**config.mk**
```make
export PLATFORM = sky130hd
export DESIGN_NAME = uart_reg_block
export DESIGN_NICKNAME = d
export VERILOG_FILES = /design/src/rtl/uart_reg_pkg.sv /design/src/rtl/rx_hold.sv /design/src/rtl/tx_hold.sv /design/src/rtl/cfg_regs.sv /design/src/rtl/uart_reg_block.sv
export SDC_FILE = /design/constraint.sdc
export NUM_CORES = 1
export LEC_CHECK = 0
export CORE_UTILIZATION = 45
export CTS_CLUSTER_SIZE = 20
export DETAILED_ROUTE_END_ITERATION = 7
export PLACE_DENSITY_LB_ADDON = 0.3
export SYNTH_ARGS = -nofsm -noshare
export SYNTH_HDL_FRONTEND = slang
export SYNTH_SLANG_ARGS = --single-unit
export TNS_END_PERCENT = 1
```
**constraint.sdc**
```tcl
create_clock -name clk -period 4 [get_ports clk]
set_clock_uncertainty 0.1 [all_clocks]
set_input_delay 1.2 -clock clk [delete_from_list [all_inputs] [get_ports clk]]
set_output_delay 1.2 -clock clk [all_outputs]
set_load 0.01 [all_outputs]
```
**src/rtl/uart_reg_pkg.sv**
```systemverilog
package uart_reg_pkg;
  localparam int unsigned BYTE_W = 8;

  typedef enum logic [1:0] {
    SEL_DATA = 2'd0,
    SEL_STAT = 2'd1,
    SEL_CMD  = 2'd2,
    SEL_CTL  = 2'd3
  } reg_sel_e;

  localparam int unsigned ST_IRQ = 7;
  localparam int unsigned ST_TXE = 4;
  localparam int unsigned ST_RXF = 3;
  localparam int unsigned ST_OVR = 2;

  localparam int unsigned CMD_KEEP_LSB = 5;
  localparam logic [CMD_KEEP_LSB-1:0] CMD_LOW_DEFAULT = 5'b00010;
  localparam int unsigned CMD_RXOFF_BIT = 1;
  localparam logic [1:0] TXIRQ_CODE = 2'b01;
endpackage

```
**src/rtl/rx_hold.sv**
```systemverilog
module rx_hold #(
  parameter int unsigned DW = 8
) (
  input  logic          clk,
  input  logic          rst_n,
  input  logic          arrive,
  input  logic [DW-1:0] arrive_data,
  input  logic          take,
  input  logic          prst,
  output logic [DW-1:0] data_q,
  output logic          full_q,
  output logic          ovr_q
);
  logic          full_d, ovr_d, load;

  always_comb begin
    full_d = full_q;
    ovr_d  = ovr_q;
    load   = 1'b0;
    if (take) begin
      full_d = 1'b0;
      ovr_d  = 1'b0;
    end
    if (prst) ovr_d = 1'b0;
    if (arrive) begin
      if (full_q && !take) begin
        ovr_d = 1'b1;
      end else begin
        full_d = 1'b1;
        load   = 1'b1;
      end
    end
  end

  always_ff @(posedge clk or negedge rst_n) begin
    if (!rst_n) begin
      full_q <= 1'b0;
      ovr_q  <= 1'b0;
      data_q <= '0;
    end else begin
      full_q <= full_d;
      ovr_q  <= ovr_d;
      if (load) data_q <= arrive_data;
    end
  end

  p_overrun_keeps_r4: assert property (@(posedge clk) disable iff (!rst_n)
    (arrive && full_q && !take) |=> (ovr_q && full_q && data_q == $past(data_q)));

  p_read_clears_r3: assert property (@(posedge clk) disable iff (!rst_n)
    (take && !arrive) |=> (!full_q && !ovr_q));

  p_read_meets_arrival_r12: assert property (@(posedge clk) disable iff (!rst_n)
    (take && arrive) |=> (full_q && !ovr_q && data_q == $past(arrive_data)));
endmodule

```
**src/rtl/tx_hold.sv**
```systemverilog
module tx_hold #(
  parameter int unsigned DW = 8
) (
  input  logic          clk,
  input  logic          rst_n,
  input  logic          wr,
  input  logic [DW-1:0] wr_data,
  input  logic          taken,
  output logic          empty_q,
  output logic [DW-1:0] byte_q,
  output logic          done
);
  logic empty_d;

  assign done = taken && !empty_q;

  always_comb begin
    empty_d = empty_q;
    if (wr)        empty_d = 1'b0;
    else if (done) empty_d = 1'b1;
  end

  always_ff @(posedge clk or negedge rst_n) begin
    if (!rst_n) begin
      empty_q <= 1'b1;
      byte_q  <= '0;
    end else begin
      empty_q <= empty_d;
      if (wr) byte_q <= wr_data;
    end
  end

  p_write_fills_r7: assert property (@(posedge clk) disable iff (!rst_n)
    wr |=> (!empty_q && byte_q == $past(wr_data)));

  p_taken_empties_r7: assert property (@(posedge clk) disable iff (!rst_n)
    (taken && !empty_q && !wr) |=> empty_q);
endmodule

```
**src/rtl/cfg_regs.sv**
```systemverilog
module cfg_regs
  import uart_reg_pkg::*;
#(
  parameter int unsigned DW = 8
) (
  input  logic          clk,
  input  logic          rst_n,
  input  logic          cmd_we,
  input  logic          ctl_we,
  input  logic          prst,
  input  logic [DW-1:0] wdata,
  output logic [DW-1:0] cmd_q,
  output logic [DW-1:0] ctl_q
);
  localparam logic [DW-1:0] CMD_RESET = {{(DW-CMD_KEEP_LSB){1'b0}}, CMD_LOW_DEFAULT};
  logic [DW-1:0] cmd_d;

  always_comb begin
    cmd_d = cmd_q;
    if (cmd_we)    cmd_d = wdata;
    else if (prst) cmd_d = {cmd_q[DW-1:CMD_KEEP_LSB], CMD_LOW_DEFAULT};
  end

  always_ff @(posedge clk or negedge rst_n) begin
    if (!rst_n) begin
      cmd_q <= CMD_RESET;
      ctl_q <= '0;
    end else begin
      cmd_q <= cmd_d;
      if (ctl_we) ctl_q <= wdata;
    end
  end

  p_prst_cmd_r10: assert property (@(posedge clk) disable iff (!rst_n)
    (prst && !cmd_we && !ctl_we) |=>
      (cmd_q[DW-1:CMD_KEEP_LSB] == $past(cmd_q[DW-1:CMD_KEEP_LSB]) &&
       cmd_q[CMD_KEEP_LSB-1:0] == CMD_LOW_DEFAULT && $stable(ctl_q)));
endmodule

```
**src/rtl/uart_reg_block.sv**
```systemverilog
module uart_reg_block
  import uart_reg_pkg::*;
#(
  parameter int unsigned DW = BYTE_W
) (
  input  logic          clk,
  input  logic          rst_n,
  input  logic [1:0]    addr,
  input  logic          wr_en,
  input  logic [DW-1:0] wr_data,
  input  logic          rd_en,
  output logic [DW-1:0] rd_data,
  input  logic [1:0]    dbg_addr,
  output logic [DW-1:0] dbg_data,
  input  logic          rx_strobe,
  input  logic [DW-1:0] rx_byte,
  output logic          tx_valid,
  output logic [DW-1:0] tx_byte,
  input  logic          tx_taken,
  output logic          irq
);
  logic [DW-1:0] rx_q, cmd_q, ctl_q, status;
  logic          rx_full, rx_ovr, tx_empty, tx_done;
  logic          data_wr, data_rd, stat_wr, stat_rd, cmd_wr, ctl_wr;
  logic          rx_ev, tx_ev, irq_q, irq_d;

  assign data_wr = wr_en && (reg_sel_e'(addr) == SEL_DATA);
  assign stat_wr = wr_en && (reg_sel_e'(addr) == SEL_STAT);
  assign cmd_wr  = wr_en && (reg_sel_e'(addr) == SEL_CMD);
  assign ctl_wr  = wr_en && (reg_sel_e'(addr) == SEL_CTL);
  assign data_rd = rd_en && (reg_sel_e'(addr) == SEL_DATA);
  assign stat_rd = rd_en && (reg_sel_e'(addr) == SEL_STAT);

  rx_hold #(.DW(DW)) u_rx (
    .clk(clk), .rst_n(rst_n), .arrive(rx_strobe), .arrive_data(rx_byte),
    .take(data_rd), .prst(stat_wr), .data_q(rx_q), .full_q(rx_full), .ovr_q(rx_ovr)
  );

  tx_hold #(.DW(DW)) u_tx (
    .clk(clk), .rst_n(rst_n), .wr(data_wr), .wr_data(wr_data), .taken(tx_taken),
    .empty_q(tx_empty), .byte_q(tx_byte), .done(tx_done)
  );

  cfg_regs #(.DW(DW)) u_cfg (
    .clk(clk), .rst_n(rst_n), .cmd_we(cmd_wr), .ctl_we(ctl_wr), .prst(stat_wr),
    .wdata(wr_data), .cmd_q(cmd_q), .ctl_q(ctl_q)
  );

  assign rx_ev = rx_strobe && !cmd_q[CMD_RXOFF_BIT];
  assign tx_ev = tx_done && (cmd_q[3:2] == TXIRQ_CODE);

  always_comb begin
    irq_d = irq_q;
    if (rx_ev || tx_ev) irq_d = 1'b1;
    else if (stat_rd)   irq_d = 1'b0;
  end

  always_ff @(posedge clk or negedge rst_n) begin
    if (!rst_n) irq_q <= 1'b0;
    else        irq_q <= irq_d;
  end

  always_comb begin
    status         = '0;
    status[ST_IRQ] = irq_q;
    status[ST_TXE] = tx_empty;
    status[ST_RXF] = rx_full;
    status[ST_OVR] = rx_ovr;
  end

  function automatic logic [DW-1:0] view(input logic [1:0] a, input logic [DW-1:0] rx,
                                         input logic [DW-1:0] st, input logic [DW-1:0] cm,
                                         input logic [DW-1:0] ct);
    case (reg_sel_e'(a))
      SEL_DATA: view = rx;
      SEL_STAT: view = st;
      SEL_CMD:  view = cm;
      default:  view = ct;
    endcase
  endfunction

  assign rd_data  = view(addr, rx_q, status, cmd_q, ctl_q);
  assign dbg_data = view(dbg_addr, rx_q, status, cmd_q, ctl_q);
  assign tx_valid = !tx_empty;
  assign irq      = irq_q;

  p_irq_has_source_r6: assert property (@(posedge clk) disable iff (!rst_n)
    $rose(irq) |-> $past((rx_strobe && !cmd_q[1]) ||
                         (tx_valid && tx_taken && cmd_q[3:2] == 2'b01)));

  p_status_read_clears_r11: assert property (@(posedge clk) disable iff (!rst_n)
    (rd_en && addr == 2'd1 && !rx_strobe && !(tx_valid && tx_taken)) |=> !irq);

  p_write_no_irq_r8: assert property (@(posedge clk) disable iff (!rst_n)
    (!irq && wr_en && addr == 2'd0 && !rx_strobe && !tx_taken) |=> !irq);
endmodule

```
; ---- Yosys cells after proc, flatten, opt, wreduce, memory -nomap -nowiden
; Cells that the tools add are included.
[totals]
register_bits = 36
word_cells = 51
input_bits = 26
out_inout_bits = 26
[classes]
eq_ne = 6
n_reduce_logical = 19
n_mux = 17
[ops]
columns = operator, n
row1 = case mux 8 bit (3 select lines), 2
row2 = 2-to-1 mux 1 bit, 13
row3 = logical AND 1 bit, 10
row4 = 2-to-1 mux 8 bit, 1
row5 = equality test 2 x 1 -> 1 bit (second input constant), 3
row6 = equality test 2 bit (second input constant), 3
row7 = nonzero test 2 bit, 3
row8 = 2-to-1 mux 5 bit, 1
row9 = zero test 2 bit, 2
row10 = zero test 1 bit, 3
row11 = logical OR 1 bit, 1

; ---- Depth between registers and ports, before layout
[logic_depth]
depth_word = 6
mapped_depth = 5
mapped_depth_nobuf = 3

; ---- Cells and area by module
; Synthesis repeated with hierarchy kept, for this count alone.
[hier_totals]
hier_cells = 124
area_unflattened_um2 = 1959.4
[modules_own_cells]
columns = module, cells_per_inst, area_each_um2, instances, seq_area_each_um2
row1 = cfg_regs, 37, 648.1, 1, 401.6
row2 = uart_reg_block, 43, 519.2, 1, 25.0
row3 = rx_hold, 24, 417.9, 1, 250.2
row4 = tx_hold, 20, 374.1, 1, 226.5

; ---- Worst setup path before layout
; No wires, ideal clock.
[synth_path]
path_type = in2out
start = input dbg_addr[0]
end = output dbg_data[6]
n_path_buf = 1
arrival_time_ps = 2013
slack_ps = 687
cell_stages = 3
t_required_ps = 2700
path_cell_list = buf_2 mux2_2 a22o_1
[synth_between]
elab_chain_cells = 2
word_cells_on_any_way = 4
classes_between = 2 x eq/ne / 1 x mux / 1 x reduce/logical
[synth_rtl]
columns = element, line_no
row1 = "start, declared", uart_reg_block.sv:13  ; input logic [1:0] dbg_addr,
row2 = "equality test 2 bit, or another cell as far along", uart_reg_block.sv:74  ; case (reg_sel_e'(a))
row3 = case mux 8 bit (3 select lines) (*), uart_reg_block.sv:74
row4 = "end, declared", uart_reg_block.sv:14  ; output logic [DW-1:0] dbg_data,
; Every way passes the cells marked *; elsewhere a longest branch is shown, timed or not.

; ---- Worst setup path in the final report
[layout_path]
start = input dbg_addr[0]
end = output dbg_data[0]
; The elaborated chain is that of the path after synthesis.

==> results.md <==
- Setup crit end: dbg_data[0]
- P&R area growth vs syn: 39.0%
- Maxcap violations: 0
- Synth Flop Type: dfrtp_1
- Number of global-route vias before repair: 1,439
- Register clock-pin slew on the reported worst setup and hold paths: 70 ps
- Sequential fraction of the synthesis area: 0.479
- Core Util, Final: 0.655
- HP Class: flop to flop
- Placed Area: 2530 µm²
- Mapped Cells: 131
- Antenna Violating Nets Remaining: 0
- CTS Root Cell: clkbuf_8
- DRT iter0 DRCs: 63
- Max IR drop VDD: 0.000293 V
- Synthesized Nets: 157
- Gr ovfl total: 0
- Non-Filler Instances: 247
- Period utilization: 0.950
- Rows: 23
- EDFF count, synth: 0
- Final Total Pwr: 1.11 mW
- CTS sink count: 36
- CP required: 2700 ps
- Most area-consuming cells after synthesis: dfrtp_1 (45%), mux2_2 (14%), mux4_2 (9.6%)
- CP Max Fanout: 5
- Core area: 4000 µm²
- Unrepaired setup endpoints after global routing: false
- Outcome: finished, final reports clean
- FF+latch count, synth: 36
- Critical R2R Launch: u_rx.full_q$_DFF_PN0_
- Kind of end point of the critical path: output port
- Hold buffer count at cts: 0
- Initial antenna violation count: 0
- Vias per cell: 5.51
- Leakage power: 1.15 nW
- CTS tree: yes
- # diodes: 0
- I/O Pins: 52
- Die Span Y: 66.7 µm
- FF-to-FF setup slack: 2540 ps
- Final hold vios: 0
- Highest clock rate: 263 MHz
- First-pass GRT wire length: 7070 µm
- Max-slew headroom: 0.696
- Filler instances: 313
- Share of cells above drive strength 1: 0.350
- Yosys top cell area share: 0.452
- Critical Path AT: 2500 ps
- Worst Max-Slew Pin Slew: 456 ps
- YS warnings: 0
- Routed wire length: 4360 µm
- DIE AREA: 4450 µm²
- Post-synthesis cell area: 1880 µm²
- Pwr dens: 423 nW/µm²
- Vias: 1,360
- Cell with the most instances after synthesis: dfrtp_1
- Final GP Congestion: 0.773
- Inst Count DP: 239
- Worst-skew pair later-pin latency: 290 ps
- Post-detail-place hpwl: 3200 µm
- Routed length per instance: 17.7 µm
- Residual DRC: 0
- Cell area after layout: 2620 µm²
- Worst R2R Path Depth: 3
- DR pass1 iterations: 4
- Avg Cell Area, Syn: 14.4 µm²
- Final Max Slew Viols: 0
- Clock Tree Buf Depth: 2
- CP Launch Point: dbg_addr[0]
- Commonest cells in the netlist: dfrtp_1 (34), mux2_2 (24), a22o_1 (17), mux2_4 (8), mux4_2 (8)
- Distinct cells, synth: 30
- Num CTS Buffers: 5
- Setup bufs post-CTS: 0
- Final period demand of the worst path: 3800 ps
- Asr flop ratio synth: 1.00
- Die X: 66.7 µm
- Initial Util: 0.471
- Final Net Count: 222
- Critical path type: primary input to output port
- Top cell type by total area after synthesis: dfrtp_1
- Port bufs: 51
- Worst setup SP type: primary input
- GRT Resource Usage Total: 0.220
- Largest net degree at the start of global routing: 37
- RR Endpoint: u_rx.data_q[2]$_DFFE_PN0P_
- CTS H-tree depth: 2
- Final Setup Violations: 0
-- how the worst min path moves through the flow --
stage / from / to / depth (start not counted)
after floorplan: u_cfg.ctl_q[1]$_DFFE_PN0P_ / u_cfg.ctl_q[1]$_DFFE_PN0P_ / 2
after global placement: u_cfg.ctl_q[1]$_DFFE_PN0P_ / u_cfg.ctl_q[1]$_DFFE_PN0P_ / 2
after detailed placement: u_tx.byte_q[4]$_DFFE_PN0P_ / u_tx.byte_q[4]$_DFFE_PN0P_ / 1
after CTS: u_tx.byte_q[3]$_DFFE_PN0P_ / u_tx.byte_q[3]$_DFFE_PN0P_ / 1
after global routing: u_tx.byte_q[5]$_DFFE_PN0P_ / u_tx.byte_q[5]$_DFFE_PN0P_ / 1
final: u_tx.byte_q[3]$_DFFE_PN0P_ / u_tx.byte_q[3]$_DFFE_PN0P_ / 1
-- registers in the layout (all words and copies together) (netlist names) --
signal and cells:
irq 1, u_cfg.cmd_q 8, u_cfg.ctl_q 8, u_rx.data_q 8
u_rx.full_q 1, u_rx.ovr_q 1, u_tx.byte_q 8, u_tx.empty_q 1
-- where the power goes --
| part | internal (mW) | total, mW | switching [mW] | leakage [nW] |
|---|---|---|---|---|
| clock | 0.140 | 0.267 | 0.127 | 0.0455 |
| sequential | 0.437 | 0.488 | 0.0510 | 0.423 |
| combinational | 0.227 | 0.352 | 0.126 | 0.679 |
| total | 0.804 | 1.11 | 0.304 | 1.15 |
-- area by class of cell --
class / instances / area, µm² / area share
Timing Repair Buffer: 65 / 633 / 0.242
Clock buffer: 8 / 90.1 / 0.0344
Inverter: 3 / 11.3 / 0.00430
Multi-Input combinational cell: 85 / 918 / 0.351
Sequential cell: 36 / 903 / 0.345
Tap cell: 50 / 62.6 / 0.0239
-- metal layers --
layer	track usage	share of wire	vias up
met5	0	0	-
met4	0.0638	0.012	0
met3	0.0616	0.045	6
met2	0.359	0.51	47
met1	0.284	0.43	677
li1	-	-	630
-- metrics by stage --
| step | setup TNS, ps | worst slack, ps | hold WS (ps) |
|---|---|---|---|
| global placement | -2870 | -237 | 391 |
| detailed placement | -2940 | -236 | 396 |
| finish | 0 | 198 | 416 |
| CTS | -2.49 | -2.49 | 415 |
| global route | 0 | 157 | 433 |
| floorplan | 0 | 687 | 371 |
-- cells in the final DEF, fill, tap and decap left out, types with 4 or more instances in the layout --
cell type / n
clkdlybuf4s50_1: 39
dfrtp_1: 34
mux2_2: 24
a22o_1: 17
buf_4: 12
mux4_2: 8
mux2_4: 8
dlygate4sd2_1: 8
nand2_1: 6
clkbuf_8: 6
o21ai_0: 4
-- what timing repair did --
item                       in CTS  in global routing
resized for setup               9                  6
hold endpoints to repair        0                  0
setup endpoints to repair      16                 12
cloned                          0                  0
-- critical path, stage by stage --
cell and delay [ps]:
clkbuf_2 140, buf_4 160, mux2_2 330, a22o_1 190
clkdlybuf4s50_1 480
-- cell families after synthesis --
group	synth area share
AOI/OAI and AO/OA	0.123
DFF	0.479
buffers and inverters	0.0345
muxes	0.308
and+or+nand+nor	0.0551
Note: power is estimated with default switching activity, not from simulation.
